===== src/rtl/pinmux_pkg.sv =====
package pinmux_pkg;
    localparam int SEL_W      = 6;
    localparam int REG_W      = 16;
    localparam int ADDR_W     = 8;
    localparam int HI_LSB     = 8;
    localparam int ADDR_KEY   = 0;
    localparam int ADDR_LOCK  = 1;
    localparam int IN_BASE    = 2;
    localparam int UNLOCK_WIN = 2;
    localparam logic [REG_W-1:0] KEY_FIRST  = 16'h0046;
    localparam logic [REG_W-1:0] KEY_SECOND = 16'h0057;

    typedef enum logic [1:0] {
        UL_IDLE  = 2'd0,
        UL_ARMED = 2'd1,
        UL_OPEN  = 2'd2
    } unlock_st_e;

    typedef struct packed {
        logic              en;
        logic [ADDR_W-1:0] addr;
        logic [REG_W-1:0]  data;
    } cfg_wr_t;

    function automatic int in_reg_count(input int n_inputs);
        return (n_inputs + 1) / 2;
    endfunction
endpackage


===== src/rtl/pinmux_unlock.sv =====
module pinmux_unlock
    import pinmux_pkg::*;
(
    input  logic    clk,
    input  logic    rst,
    input  cfg_wr_t wr,
    output logic    locked
);
    localparam int CW = $clog2(UNLOCK_WIN + 1);

    unlock_st_e st_q, st_d;
    logic [CW-1:0] cnt_q, cnt_d;
    logic lock_q;
    logic key_wr, lock_wr;

    assign key_wr  = wr.en && (wr.addr == ADDR_W'(ADDR_KEY));
    assign lock_wr = wr.en && (wr.addr == ADDR_W'(ADDR_LOCK)) && (st_q == UL_OPEN);

    always_comb begin
        st_d  = UL_IDLE;
        cnt_d = '0;
        if (key_wr && wr.data == KEY_FIRST) begin
            st_d = UL_ARMED;
        end else begin
            unique case (st_q)
                UL_ARMED: if (key_wr && wr.data == KEY_SECOND) st_d = UL_OPEN;
                UL_OPEN: begin
                    if (cnt_q != CW'(UNLOCK_WIN - 1)) begin
                        st_d  = UL_OPEN;
                        cnt_d = cnt_q + 1'b1;
                    end
                end
                default: st_d = UL_IDLE;
            endcase
        end
    end

    always_ff @(posedge clk) begin
        if (rst) begin
            st_q   <= UL_IDLE;
            cnt_q  <= '0;
            lock_q <= 1'b0;
        end else begin
            st_q  <= st_d;
            cnt_q <= cnt_d;
            if (lock_wr) lock_q <= wr.data[0];
        end
    end

    assign locked = lock_q;


    lock_needs_open_chk: assert property (@(posedge clk) disable iff (rst)
        (lock_q != $past(lock_q)) |-> ($past(st_q) == UL_OPEN));


    open_entry_chk: assert property (@(posedge clk) disable iff (rst)
        (st_q == UL_OPEN && $past(st_q) != UL_OPEN) |->
        ($past(st_q) == UL_ARMED && $past(wr.en) &&
         $past(wr.addr) == ADDR_W'(ADDR_KEY) && $past(wr.data) == KEY_SECOND));
endmodule


===== src/rtl/pinmux_regs.sv =====
module pinmux_regs
    import pinmux_pkg::*;
#(
    parameter int NUM_PINS      = 8,
    parameter int NUM_PERIPH_IN = 5,
    parameter logic [NUM_PINS-1:0] INPUT_ONLY_MASK = 8'hC0
) (
    input  logic    clk,
    input  logic    rst,
    input  cfg_wr_t wr,
    input  logic    locked,
    output logic [NUM_PERIPH_IN-1:0][SEL_W-1:0] in_sel,
    output logic [NUM_PINS-1:0][SEL_W-1:0]      out_code,
    output logic [REG_W-1:0]                    rdata
);
    localparam int IN_REGS  = in_reg_count(NUM_PERIPH_IN);
    localparam int OUT_BASE = IN_BASE + IN_REGS;

    logic [NUM_PERIPH_IN-1:0][SEL_W-1:0] in_sel_q;
    logic [NUM_PINS-1:0][SEL_W-1:0]      out_code_q;
    logic [IN_REGS-1:0][REG_W-1:0]       in_word;
    logic unused_bits;

    assign unused_bits = ^{wr.data[REG_W-1:HI_LSB+SEL_W], wr.data[HI_LSB-1:SEL_W]};

    always_ff @(posedge clk) begin
        if (rst) begin
            in_sel_q   <= '1;
            out_code_q <= '0;
        end else if (wr.en && !locked) begin
            for (int i = 0; i < NUM_PERIPH_IN; i++) begin
                if (wr.addr == ADDR_W'(IN_BASE + i / 2))
                    in_sel_q[i] <= (i % 2 == 1) ? wr.data[HI_LSB +: SEL_W] : wr.data[SEL_W-1:0];
            end
            for (int p = 0; p < NUM_PINS; p++) begin
                if (!INPUT_ONLY_MASK[p] && wr.addr == ADDR_W'(OUT_BASE + p))
                    out_code_q[p] <= wr.data[SEL_W-1:0];
            end
        end
    end

    for (genvar r = 0; r < IN_REGS; r++) begin : g_word
        if (2 * r + 1 < NUM_PERIPH_IN) begin : g_pair
            assign in_word[r] = REG_W'({in_sel_q[2*r+1], {(HI_LSB-SEL_W){1'b0}}, in_sel_q[2*r]});
        end else begin : g_single
            assign in_word[r] = REG_W'(in_sel_q[2*r]);
        end
    end

    always_comb begin
        rdata = '0;
        if (wr.addr == ADDR_W'(ADDR_LOCK)) rdata[0] = locked;
        for (int r = 0; r < IN_REGS; r++)
            if (wr.addr == ADDR_W'(IN_BASE + r)) rdata = in_word[r];
        for (int p = 0; p < NUM_PINS; p++)
            if (wr.addr == ADDR_W'(OUT_BASE + p)) rdata = REG_W'(out_code_q[p]);
    end

    assign in_sel   = in_sel_q;
    assign out_code = out_code_q;


    locked_hold_chk: assert property (@(posedge clk) disable iff (rst)
        locked |=> ($stable(in_sel_q) && $stable(out_code_q)));


    idle_hold_chk: assert property (@(posedge clk) disable iff (rst)
        !wr.en |=> ($stable(in_sel_q) && $stable(out_code_q)));
endmodule


===== src/rtl/pinmux_in_route.sv =====
module pinmux_in_route
    import pinmux_pkg::*;
#(
    parameter int NUM_PINS      = 8,
    parameter int NUM_PERIPH_IN = 5
) (
    input  logic clk,
    input  logic rst,
    input  logic [NUM_PERIPH_IN-1:0][SEL_W-1:0] in_sel,
    input  logic [NUM_PINS-1:0]                 pin_in,
    output logic [NUM_PERIPH_IN-1:0]            periph_in
);
    for (genvar i = 0; i < NUM_PERIPH_IN; i++) begin : g_in
        always_comb begin
            periph_in[i] = 1'b0;
            for (int p = 0; p < NUM_PINS; p++)
                if (in_sel[i] == SEL_W'(p)) periph_in[i] = pin_in[p];
        end


        oob_zero_chk: assert property (@(posedge clk) disable iff (rst)
            (in_sel[i] >= SEL_W'(NUM_PINS)) |-> (periph_in[i] == 1'b0));
    end
endmodule


===== src/rtl/pinmux_out_route.sv =====
module pinmux_out_route
    import pinmux_pkg::*;
#(
    parameter int NUM_PINS      = 8,
    parameter int NUM_OUT_FUNCS = 4,
    parameter logic [NUM_PINS-1:0] INPUT_ONLY_MASK = 8'hC0
) (
    input  logic clk,
    input  logic rst,
    input  logic [NUM_PINS-1:0][SEL_W-1:0] out_code,
    input  logic [NUM_OUT_FUNCS-1:0]       periph_out,
    input  logic [NUM_PINS-1:0]            port_lat,
    output logic [NUM_PINS-1:0]            pin_out
);
    for (genvar p = 0; p < NUM_PINS; p++) begin : g_pin
        always_comb begin
            pin_out[p] = port_lat[p];
            for (int k = 1; k <= NUM_OUT_FUNCS; k++)
                if (out_code[p] == SEL_W'(k)) pin_out[p] = periph_out[k-1];
        end

        if (INPUT_ONLY_MASK[p]) begin : g_ionly

            ionly_latch_chk: assert property (@(posedge clk) disable iff (rst)
                pin_out[p] == port_lat[p]);
        end
    end
endmodule


===== src/rtl/pinmux_xbar.sv =====
module pinmux_xbar
    import pinmux_pkg::*;
#(
    parameter int NUM_PINS      = 8,
    parameter int NUM_PERIPH_IN = 5,
    parameter int NUM_OUT_FUNCS = 4,
    parameter logic [NUM_PINS-1:0] INPUT_ONLY_MASK = 8'hC0
) (
    input  logic                     clk,
    input  logic                     rst,
    input  logic                     reg_we,
    input  logic [ADDR_W-1:0]        reg_addr,
    input  logic [REG_W-1:0]         reg_wdata,
    output logic [REG_W-1:0]         reg_rdata,
    input  logic [NUM_PINS-1:0]      pin_in,
    input  logic [NUM_OUT_FUNCS-1:0] periph_out,
    input  logic [NUM_PINS-1:0]      port_lat,
    input  logic [NUM_PINS-1:0]      port_dir_out,
    output logic [NUM_PERIPH_IN-1:0] periph_in,
    output logic [NUM_PINS-1:0]      pin_out,
    output logic [NUM_PINS-1:0]      pin_oe
);
    cfg_wr_t wr;
    logic    locked;
    logic [NUM_PERIPH_IN-1:0][SEL_W-1:0] in_sel;
    logic [NUM_PINS-1:0][SEL_W-1:0]      out_code;

    assign wr = '{en: reg_we, addr: reg_addr, data: reg_wdata};

    pinmux_unlock u_unlock (
        .clk(clk), .rst(rst), .wr(wr), .locked(locked)
    );

    pinmux_regs #(
        .NUM_PINS(NUM_PINS), .NUM_PERIPH_IN(NUM_PERIPH_IN), .INPUT_ONLY_MASK(INPUT_ONLY_MASK)
    ) u_regs (
        .clk(clk), .rst(rst), .wr(wr), .locked(locked),
        .in_sel(in_sel), .out_code(out_code), .rdata(reg_rdata)
    );

    pinmux_in_route #(
        .NUM_PINS(NUM_PINS), .NUM_PERIPH_IN(NUM_PERIPH_IN)
    ) u_in (
        .clk(clk), .rst(rst), .in_sel(in_sel), .pin_in(pin_in), .periph_in(periph_in)
    );

    pinmux_out_route #(
        .NUM_PINS(NUM_PINS), .NUM_OUT_FUNCS(NUM_OUT_FUNCS), .INPUT_ONLY_MASK(INPUT_ONLY_MASK)
    ) u_out (
        .clk(clk), .rst(rst), .out_code(out_code), .periph_out(periph_out),
        .port_lat(port_lat), .pin_out(pin_out)
    );

    // direction is owned by the port block
    assign pin_oe = port_dir_out;
endmodule


===== config.mk =====
export PLATFORM = sky130hd
export DESIGN_NAME = pinmux_xbar
export DESIGN_NICKNAME = d
export VERILOG_FILES = /design/src/rtl/pinmux_pkg.sv /design/src/rtl/pinmux_unlock.sv /design/src/rtl/pinmux_regs.sv /design/src/rtl/pinmux_in_route.sv /design/src/rtl/pinmux_out_route.sv /design/src/rtl/pinmux_xbar.sv
export SDC_FILE = /design/constraint.sdc
export NUM_CORES = 1
export LEC_CHECK = 0
export BUFFER_PORTS_ARGS = -buffer_cell sky130_fd_sc_hd__buf_4
export CAP_MARGIN = 5
export CELL_PAD_IN_SITES_DETAIL_PLACEMENT = 0
export CELL_PAD_IN_SITES_GLOBAL_PLACEMENT = 2
export CORE_ASPECT_RATIO = 0.6
export CORE_MARGIN = 1
export CORE_UTILIZATION = 36
export CTS_BUF_LIST = sky130_fd_sc_hd__clkbuf_4 sky130_fd_sc_hd__clkbuf_8
export DETAILED_ROUTE_END_ITERATION = 7
export GPL_ROUTABILITY_DRIVEN = 0
export PLACE_DENSITY = 0.84
export SKIP_CTS_REPAIR_TIMING = 1
export SLEW_MARGIN = 5
export SYNTH_ARGS = -nofsm -noshare
export SYNTH_HDL_FRONTEND = slang
export SYNTH_SLANG_ARGS = --single-unit

===== constraint.sdc =====
create_clock -name clk -period 2.6 [get_ports clk]
set_input_delay 0.13 -clock clk [delete_from_list [all_inputs] [get_ports clk]]
set_output_delay 0.13 -clock clk [all_outputs]
set_load 0.02 [all_outputs]

==> results of run 1 <==
==> worst register-to-register path, delay by kind of cell (launching register included) <==
family | cells | cell delay [ns]
DFF | 1 | 0.38
muxes | 1 | 0.25
and+or+nand+nor | 3 | 1.20
==> layer usage <==
metal,share of wire,vias up,global-route usage
li1,-,1877,-
met1,0.52,1877,0.333
met2,0.39,122,0.291
met3,0.082,8,0.0638
met4,0.0074,0,0.0435
met5,0,-,0
==> final cells by class <==
type	count	area, sq um
clock inverters	1	5.00
multi-input cells	358	2610
repair buffers	71	533
well taps	160	200
fillers	1188	6510
clock buffers	13	166
inverters	11	41.3
flip-flops and latches	71	1420
==> placed cells by master (no fill, tap or decap), types with 4 or more instances in the layout <==
cell type / netlist / routed
o32a_1: 5 / 5
or3_1: 9 / 9
a221o_1: 4 / 4
o211ai_1: 4 / 4
nor2_1: 72 / 72
mux2i_1: 61 / 61
nor3b_1: 6 / 6
o2bb2ai_1: 4 / 4
a311o_1: 4 / 4
nor2b_1: 6 / 6
conb_1: 1 / 4
mux4_2: 11 / 11
nand2_1: 7 / 7
o21ai_0: 11 / 11
a21oi_1: 44 / 44
o221a_2: 5 / 5
nor3_1: 38 / 38
nor4_1: 15 / 15
o22a_1: 4 / 4
nand2b_1: 7 / 7
inv_1: 11 / 11
buf_4: 14 / 71
dfxtp_1: 71 / 71
clkbuf_8: 0 / 11
nor4_4: 7 / 7
==> power breakdown <==
part           internal (uW)  switching [uW]
sequential              1090            1.68
clock                    408             391
combinational            114             174
total                   1610             566
==> worst min path at each step <==
stage | to | slack (ns) | cells past startpoint
6_report | u_regs.in_sel[20]$_SDFFE_PP1P_ | 0.05 | 3
5_1_grt | u_regs.in_sel[20]$_SDFFE_PP1P_ | 0.04 | 3
4_1_cts | u_regs.in_sel[20]$_SDFFE_PP1P_ | 0.03 | 3
3_5_place_dp | pin_oe[1] | 0.26 | 0
3_3_place_gp | pin_oe[1] | 0.26 | 0
2_1_floorplan | u_regs.out_code[1]$_SDFFE_PP0P_ | 0.27 | 2
==> sequential cells by signal, summed over array words and instances, names as in the netlist <==
signal	count
u_unlock.locked	1
u_unlock.st_q	2
u_regs.in_sel	30
u_regs.out_code	36
u_unlock.cnt_q	2
==> cell usage after synthesis, types with 2 or more instances <==
cell type  number  area [sq um]
nor3b_1         6          45.0
clkbuf_1       26          97.6
or4_4           2          22.5
o2bb2ai_1       4          35.0
mux4_2         11           248
buf_4          14           105
o32a_1          5          50.1
o221a_2         5          56.3
nor2b_1         6          37.5
nand3b_1        2          15.0
nor3_1         38           190
nor2_1         72           270
mux2i_1        61           611
a221o_1         4          40.0
o22a_1          4          35.0
inv_1          11          41.3
nand2_1         7          26.3
or3_1           9          56.3
nor4_1         15          93.8
buf_2           5          25.0
o21ai_0        11          55.1
nor4_4          7           149
buf_6           2          22.5
and3_1          3          18.8
o22ai_1         2          12.5
buf_1           4          15.0
a21oi_1        44           220
ha_1            3          37.5
nand2b_1        7          43.8
a311o_1         4          40.0
o211ai_1        4          30.0
dfxtp_1        71          1420
==> per-stage QoR <==
step | utilization | worst slack [ns] | cell area [sq um]
floorplan | - | 0.689 | 4340
global placement | 0.419 | 0.564 | 4810
detailed placement | 0.419 | 0.552 | 4810
CTS | 0.433 | 0.527 | 4980
global route | 0.433 | 0.372 | 4980
finish | 0.433 | 0.464 | 4980
==> logic make-up after synthesis <==
logic type | Yosys count | share of synthesized area
other | 1 | 0.000866
AND/OR/NAND/NOR | 181 | 0.238
flip-flops | 71 | 0.328
multiplexers | 72 | 0.198
adder cells (fa/ha/maj) | 3 | 0.00867
AO/OA/AOI/OAI | 98 | 0.155
buffers and inverters | 62 | 0.0708
==> flow_summary.toml, run 1 <==
[outcome]
status = "finished clean"

[floorplanning]
rows = 30
io_pins = 92
fp.dieW_um = 144
dieArea_sq_um = 12500
core_area_sq_um = 11500
die_h_um = 86.9
initial_core_util = 0.377

[worst_hold_path]
hp-class = "input port to register"
min_from = "reg_wdata[10]"

[critical_path]
crit_path_cell_trace = "mux4_2 > mux2i_1 > nor4_1 > buf_4"
cp-start-kind = "register"
slowest_delay_ns = 0.55
critPathCaptureType = "output port"
endpoint = "periph_in[4]"
crit_buf_inv = 1
critPathLaunch = "u_regs.in_sel[24]$_SDFFE_PP1P_"
worst_r2r_endpoint = "u_regs.out_code[33]$_SDFFE_PP0P_"
cp.required_ns = 2.47
r2r_slack_ns = 0.63
critPathTopFamily = "simple AND/OR/NAND/NOR gates"
crit_fanout = 4
timing.rr.start = "u_unlock.locked$_SDFFE_PP0P_"
cp_slowest_cell = "nor4_1"
crit_arrival_ns = 2.01
crit_cells = 4
critPathKind = "register to output port"
worstRegToRegCells = 4

[synthesis]
synthDistinctLibCells = 51
syn_area_sq_um = 4330
syn_inst = 488
async_flop_share = 0
ys_dominant_reg_cell = "dfxtp_1"
synth_seq_cells = 71
avgSynthCellArea_sq_um = 8.87
synth_edf_count = 0
ys_seq_area_frac = 0.328
synth_warnings = 0

[routing]
dr.pass1.iters = 5
drc_errors = 0
wl_per_cell_um = 18.9
vias = 3884
viasPerCell = 5.67
ant_nets = 0
routed_wirelength_um = 13000
drt_iter0_markers = 368

[place]
place.detailed.hpwl_um = 9460
portBuffers = 67
placed_cells = 671

[power_and_ir_drop]
p_leak_uw = 0.00185
cellPowerDensity_nw_per_um2 = 437
p_total_uw = 2180
ir_worst_vdd_mv = 0.302

[cts]
htree_levels = 3
clk_latency_ns = 0.35
cts_buffers = 9
cts_tree = "yes"
cts_root_buffer = "clkbuf_8"
clk_pin_slew_worst_paths_ns = 0.07
clock_sinks = 71
clockBufferDepth = 2

[layout]
fin_nets = 580
drive_gt1_frac = 0.211
synthToLayoutAreaGrowth_pct = 15.0
antenna_cells = 0
layout.cells.non_filler = 685

[timing]
maxSlewViolCount = 0
worst_pin_slew_ns = 0.867
finalHoldViolCount = 0
rsz0062_at_grt = "false"
period_needed_ns = 2.14
period_share = 0.822
max_freq_mhz = 468
relSlewSlack = 0.422
skew_ns = 0.00386
tns_ns = 0
fin_hold_ws_ns = 0.0509
setup_viol = 0

[global_route]
grt-ovfl-total = 0
grt_pass1_vias = 3569
grt_pass1_wl_um = 20100
grt_max_degree = 84
antenna_found_initial = 0
grt_use_total = 0.217

[run]
cap_violations = 0
Power figures use the tool's default switching activity.
==> run 2, diff against run 1 <==
--- a/config.mk
+++ b/config.mk
@@ -11,11 +11,11 @@
 export CELL_PAD_IN_SITES_GLOBAL_PLACEMENT = 2
 export CORE_ASPECT_RATIO = 0.6
 export CORE_MARGIN = 1
-export CORE_UTILIZATION = 36
+export CORE_UTILIZATION = 31
 export CTS_BUF_LIST = sky130_fd_sc_hd__clkbuf_4 sky130_fd_sc_hd__clkbuf_8
 export DETAILED_ROUTE_END_ITERATION = 7
 export GPL_ROUTABILITY_DRIVEN = 0
-export PLACE_DENSITY = 0.84
+export PLACE_DENSITY = 0.76
 export SKIP_CTS_REPAIR_TIMING = 1
 export SLEW_MARGIN = 5
 export SYNTH_ARGS = -nofsm -noshare
==> constraint.sdc (replaced) <==
create_clock -name clk -period 1.9 [get_ports clk]
set_input_delay 0.095 -clock clk [delete_from_list [all_inputs] [get_ports clk]]
set_output_delay 0.095 -clock clk [all_outputs]
set_load 0.02 [all_outputs]
==> flow_summary.toml, run 2 (synthesis gave the netlist of run 1 again) <==
[cts]
cts_buffers = 9
clk_latency_ns = 0.36
clockBufferDepth = 2
clock_sinks = 71
cts_tree = "yes"
clk_pin_slew_worst_paths_ns = 0.07
cts_root_buffer = "clkbuf_8"
htree_levels = 3

[critical_path]
crit_arrival_ns = 1.85
crit_fanout = 3
endpoint = "pin_out[1]"
cp.required_ns = 1.80
critPathKind = "register to output port"
cp-start-kind = "register"
worstRegToRegCells = 5
critPathCaptureType = "output port"
worst_r2r_endpoint = "u_regs.out_code[23]$_SDFFE_PP0P_"
r2r_slack_ns = 0.18
timing.rr.start = "u_unlock.locked$_SDFFE_PP0P_"
critPathLaunch = "u_regs.out_code[10]$_SDFFE_PP0P_"

[layout]
final_util = 0.396
final_common_cell = "buf_4"
drive_gt1_frac = 0.311
multiInputGateArea_sq_um = 2680
synthToLayoutAreaGrowth_pct = 24.5
antenna_cells = 0
seq_area_sq_um = 1460
fillers = 1400
largest_reg_flops = 36
fin_nets = 600
layout.cells.non_filler = 721
layout_common_cells = "buf_4, nor2_1, mux2i_1, dfxtp_1, a21oi_1"

[routing]
ant_nets = 0
drc_errors = 0
routed_wirelength_um = 13600
dr.pass1.iters = 5
vias = 3992
viasPerCell = 5.54
wl_per_cell_um = 18.8
drt_iter0_markers = 264

[timing]
worst_slack_ns = -0.0476
period_needed_ns = 1.95
period_share = 1.03
tns_ns = -0.0476
fin_hold_ws_ns = 0.0189
skew_ns = 0.00812
setup_viol = 1
max_freq_mhz = 513
rsz0062_at_grt = "true"
maxSlewViolCount = 0
finalHoldViolCount = 0

[global_route]
antenna_found_initial = 0
grt_use_total = 0.193
grt_max_degree = 44
grt_pass1_wl_um = 21100
grt-ovfl-total = 0
grt_pass1_vias = 3698

[floorplanning]
initial_core_util = 0.318
io_pins = 92
fp.dieW_um = 155
core_area_sq_um = 13600
dieArea_sq_um = 14500
die_h_um = 93.5
rows = 33

[power_and_ir_drop]
p_total_uw = 3360
p_leak_uw = 0.00199
cellPowerDensity_nw_per_um2 = 624
ir_worst_vdd_mv = 0.274

[place]
portBuffers = 67
place.detailed.hpwl_um = 10300
placed_cells = 702

[outcome]
status = "finished, violations left"
violations = "setup timing"

[run]
cap_violations = 0

[worst_hold_path]
hp-class = "input port to register"
run 2: through the flow:
step / setup slack [ns] / cell area (sq um)
after global placement: 0.0726 / 5010
after global routing: -0.113 / 5390
after CTS: -0.127 / 5240
final: -0.0476 / 5390
after floorplan: 0.0593 / 4340
after detailed placement: 0.0324 / 5010
run 2: how the worst min path moves through the flow:
stage | from | end | slack, ns | cells after the start
after global placement | port_dir_out[1] | pin_oe[1] | 0.19 | 0
after floorplan | reg_wdata[1] | u_regs.out_code[1]$_SDFFE_PP0P_ | 0.24 | 2
final | reg_wdata[9] | u_regs.in_sel[19]$_SDFFE_PP1P_ | 0.02 | 3
after CTS | reg_wdata[9] | u_regs.in_sel[19]$_SDFFE_PP1P_ | 0.007 | 3
after detailed placement | port_dir_out[1] | pin_oe[1] | 0.19 | 0
after global routing | reg_wdata[10] | u_regs.in_sel[8]$_SDFFE_PP1P_ | 0.02 | 3
run 2: final cells by class:
class | instances | area share
Tap cell | 175 | 0.0406
Sequential cell | 71 | 0.271
Inverter | 11 | 0.00766
Multi-Input combinational cell | 358 | 0.497
Clock inverter | 6 | 0.0204
Clock buffer | 9 | 0.0230
Timing Repair Buffer | 91 | 0.140
run 2: routing by layer:
layer  track usage  up-vias  routed length [um]
li1              -     1909                   -
met1         0.297     1941                7180
met2         0.271      132                5570
met3        0.0417       10                 749
met4        0.0371        0                  82
met5             0        -                   0
run 2: critical path, stage by stage, from the launching register on:
cell and delay (ns):
dfxtp_2 0.33, or3_4 0.40, or4_4 0.42, a21oi_2 0.12
a221oi_1 0.05, buf_4 0.17
run 2: where the power goes:
group	leakage (uW)	switching, uW	total (uW)	internal (uW)
clock network	0.000111	592	1450	862
registers	0.000577	2.23	1480	1480
logic	0.00130	250	428	178
==> run 3, diff against run 2 <==
--- a/config.mk
+++ b/config.mk
@@ -11,11 +11,11 @@
 export CELL_PAD_IN_SITES_GLOBAL_PLACEMENT = 2
 export CORE_ASPECT_RATIO = 0.6
 export CORE_MARGIN = 1
-export CORE_UTILIZATION = 31
+export CORE_UTILIZATION = 36
 export CTS_BUF_LIST = sky130_fd_sc_hd__clkbuf_4 sky130_fd_sc_hd__clkbuf_8
 export DETAILED_ROUTE_END_ITERATION = 7
 export GPL_ROUTABILITY_DRIVEN = 0
-export PLACE_DENSITY = 0.76
+export PLACE_DENSITY = 0.84
 export SKIP_CTS_REPAIR_TIMING = 1
 export SLEW_MARGIN = 5
 export SYNTH_ARGS = -nofsm -noshare
==> constraint.sdc (replaced) <==
create_clock -name clk -period 2.4 [get_ports clk]
set_input_delay 0.12 -clock clk [delete_from_list [all_inputs] [get_ports clk]]
set_output_delay 0.12 -clock clk [all_outputs]
set_load 0.02 [all_outputs]
==> flow_summary.toml, run 3 (synthesis gave the netlist of run 1 again) <==
[routing]
top_layer_used = "met4"
dr_wl_met3_um = 843
viasPerCell = 5.68
drc_errors = 0
wl_met1_um = 6980
dr.pass1.iters = 6
vias = 3905
met2WireLength_um = 5250
ant_nets = 0
wl_per_cell_um = 19.1
drt_iter0_markers = 334
routed_wirelength_um = 13200

[layout]
fillers = 1199
drive_gt1_frac = 0.216
synthToLayoutAreaGrowth_pct = 15.4
layout_common_cells = "buf_4, nor2_1, dfxtp_1, mux2i_1, a21oi_1"
largest_reg_flops = 36
antenna_cells = 0
fin_nets = 582
final_common_cell = "buf_4"
final_util = 0.435

[cts]
cts_tree = "yes"
cts_buffers = 9
clock_sinks = 71
clk_latency_ns = 0.36
clk_pin_slew_worst_paths_ns = 0.07
clockBufferDepth = 2
htree_levels = 3
cts_root_buffer = "clkbuf_8"

[global_route]
grt_pass1_vias = 3601
grt_max_degree = 84
grt_pass1_wl_um = 20300
grt_use_total = 0.221
antenna_found_initial = 0
grt-ovfl-total = 0

[power_and_ir_drop]
power_frac_seq = 0.500
cellPowerDensity_nw_per_um2 = 473
clkPwrFrac = 0.367
ir_worst_vdd_mv = 0.239
p_comb_frac = 0.133
p_leak_uw = 0.00187
p_int_uw = 1750
switchingPower_uw = 615
switching_share = 0.261
p_total_uw = 2360

[run]
cap_violations = 0

[critical_path]
cp_slowest_cell = "dfxtp_1"
worstRegToRegCells = 4
slowest_delay_ns = 0.49
critPathCaptureType = "output port"
crit_arrival_ns = 1.95
critPathKind = "register to output port"
critPathTopFamily = "compound AO/OA/AOI/OAI gates"
r2r_slack_ns = 0.52
cp.required_ns = 2.28
cp-start-kind = "register"
worst_r2r_endpoint = "u_regs.out_code[22]$_SDFFE_PP0P_"
crit_path_cell_trace = "mux2i_1 > or3_1 > a311oi_1 > a41o_1 > buf_4"
crit_fanout = 7
timing.rr.start = "u_unlock.locked$_SDFFE_PP0P_"
crit_buf_inv = 1

[place]
place.detailed.hpwl_um = 9740
portBuffers = 67
dpl_worst_slack_ns = 0.351

[timing]
finalHoldViolCount = 0
period_share = 0.865
tns_ns = 0
period_needed_ns = 2.07
skew_ns = 0.00565
max_freq_mhz = 482
worst_pin_slew_ns = 0.864
relSlewSlack = 0.424
rsz0062_at_grt = "false"
fin_hold_ws_ns = 0.0481
worst_slack_ns = 0.325
maxSlewViolCount = 0
setup_viol = 0

[outcome]
status = "finished clean"

[floorplanning]
die_h_um = 86.9
fp.dieW_um = 144
core_area_sq_um = 11500
rows = 30
io_pins = 92
dieArea_sq_um = 12500
initial_core_util = 0.377

[worst_hold_path]
min_from = "reg_wdata[10]"
min_delay_path_depth = 3
hp-class = "input port to register"
hold_path_end = "u_regs.in_sel[20]$_SDFFE_PP1P_"
-- run 3: cell count changes in the layout (fill, tap and decap cells not counted), moves of 4 or more --
cell      previous run  this run
a21oi_1             39        44
a21oi_2              5         0
buf_12               5         0
buf_4               84        73
clkbuf_4             0         4
dfxtp_1             49        71
dfxtp_2             17         0
dfxtp_4              5         0
-- run 3: worst min-delay path, stage by stage --
cell and delay [ns]:
buf_4 0.08, nor2_1 0.04, a21oi_1 0.11
-- run 3: power groups by stage --
stage	registers [uW]	clock network, uW	logic, uW
floorplan	1210	0	207
global placement	1210	0	304
detailed placement	1210	0	308
CTS	1180	895	309
global route	1180	945	333
finish	1180	868	313
-- run 3: worst max-delay path by stage --
stage | to | cells after the start | slack, ns | from
CTS | pin_out[1] | 5 | 0.33 | u_regs.out_code[9]$_SDFFE_PP0P_
floorplan | reg_rdata[10] | 6 | 0.51 | reg_addr[7]
detailed placement | u_regs.out_code[16]$_SDFFE_PP0P_ | 5 | 0.35 | reg_addr[7]
global route | reg_rdata[1] | 5 | 0.21 | u_regs.out_code[25]$_SDFFE_PP0P_
finish | reg_rdata[1] | 5 | 0.33 | u_regs.out_code[25]$_SDFFE_PP0P_
global placement | u_regs.out_code[12]$_SDFFE_PP0P_ | 5 | 0.39 | reg_addr[7]
-- run 3: cell type report --
class / count / area, sq um / share of cell area
clock buffers: 14 / 168 / 0.0336
clock inverters: 1 / 5.00 / 0.00100
inverters: 11 / 41.3 / 0.00827
multi-input cells: 358 / 2610 / 0.523
flip-flops and latches: 71 / 1420 / 0.285
well taps: 160 / 200 / 0.0401
repair buffers: 73 / 548 / 0.110
-- run 3: metrics by stage --
step	instance area, sq um	cells
floorplan	4340	491
global placement	4820	673
detailed placement	4820	673
CTS	4990	688
global route	4990	688
finish	4990	688
-- run 3: layer usage --
layer | global-route usage | up-vias
li1 | - | 1883
met1 | 0.346 | 1884
met2 | 0.301 | 130
met3 | 0.0528 | 8
met4 | 0.0406 | 0
met5 | 0 | -
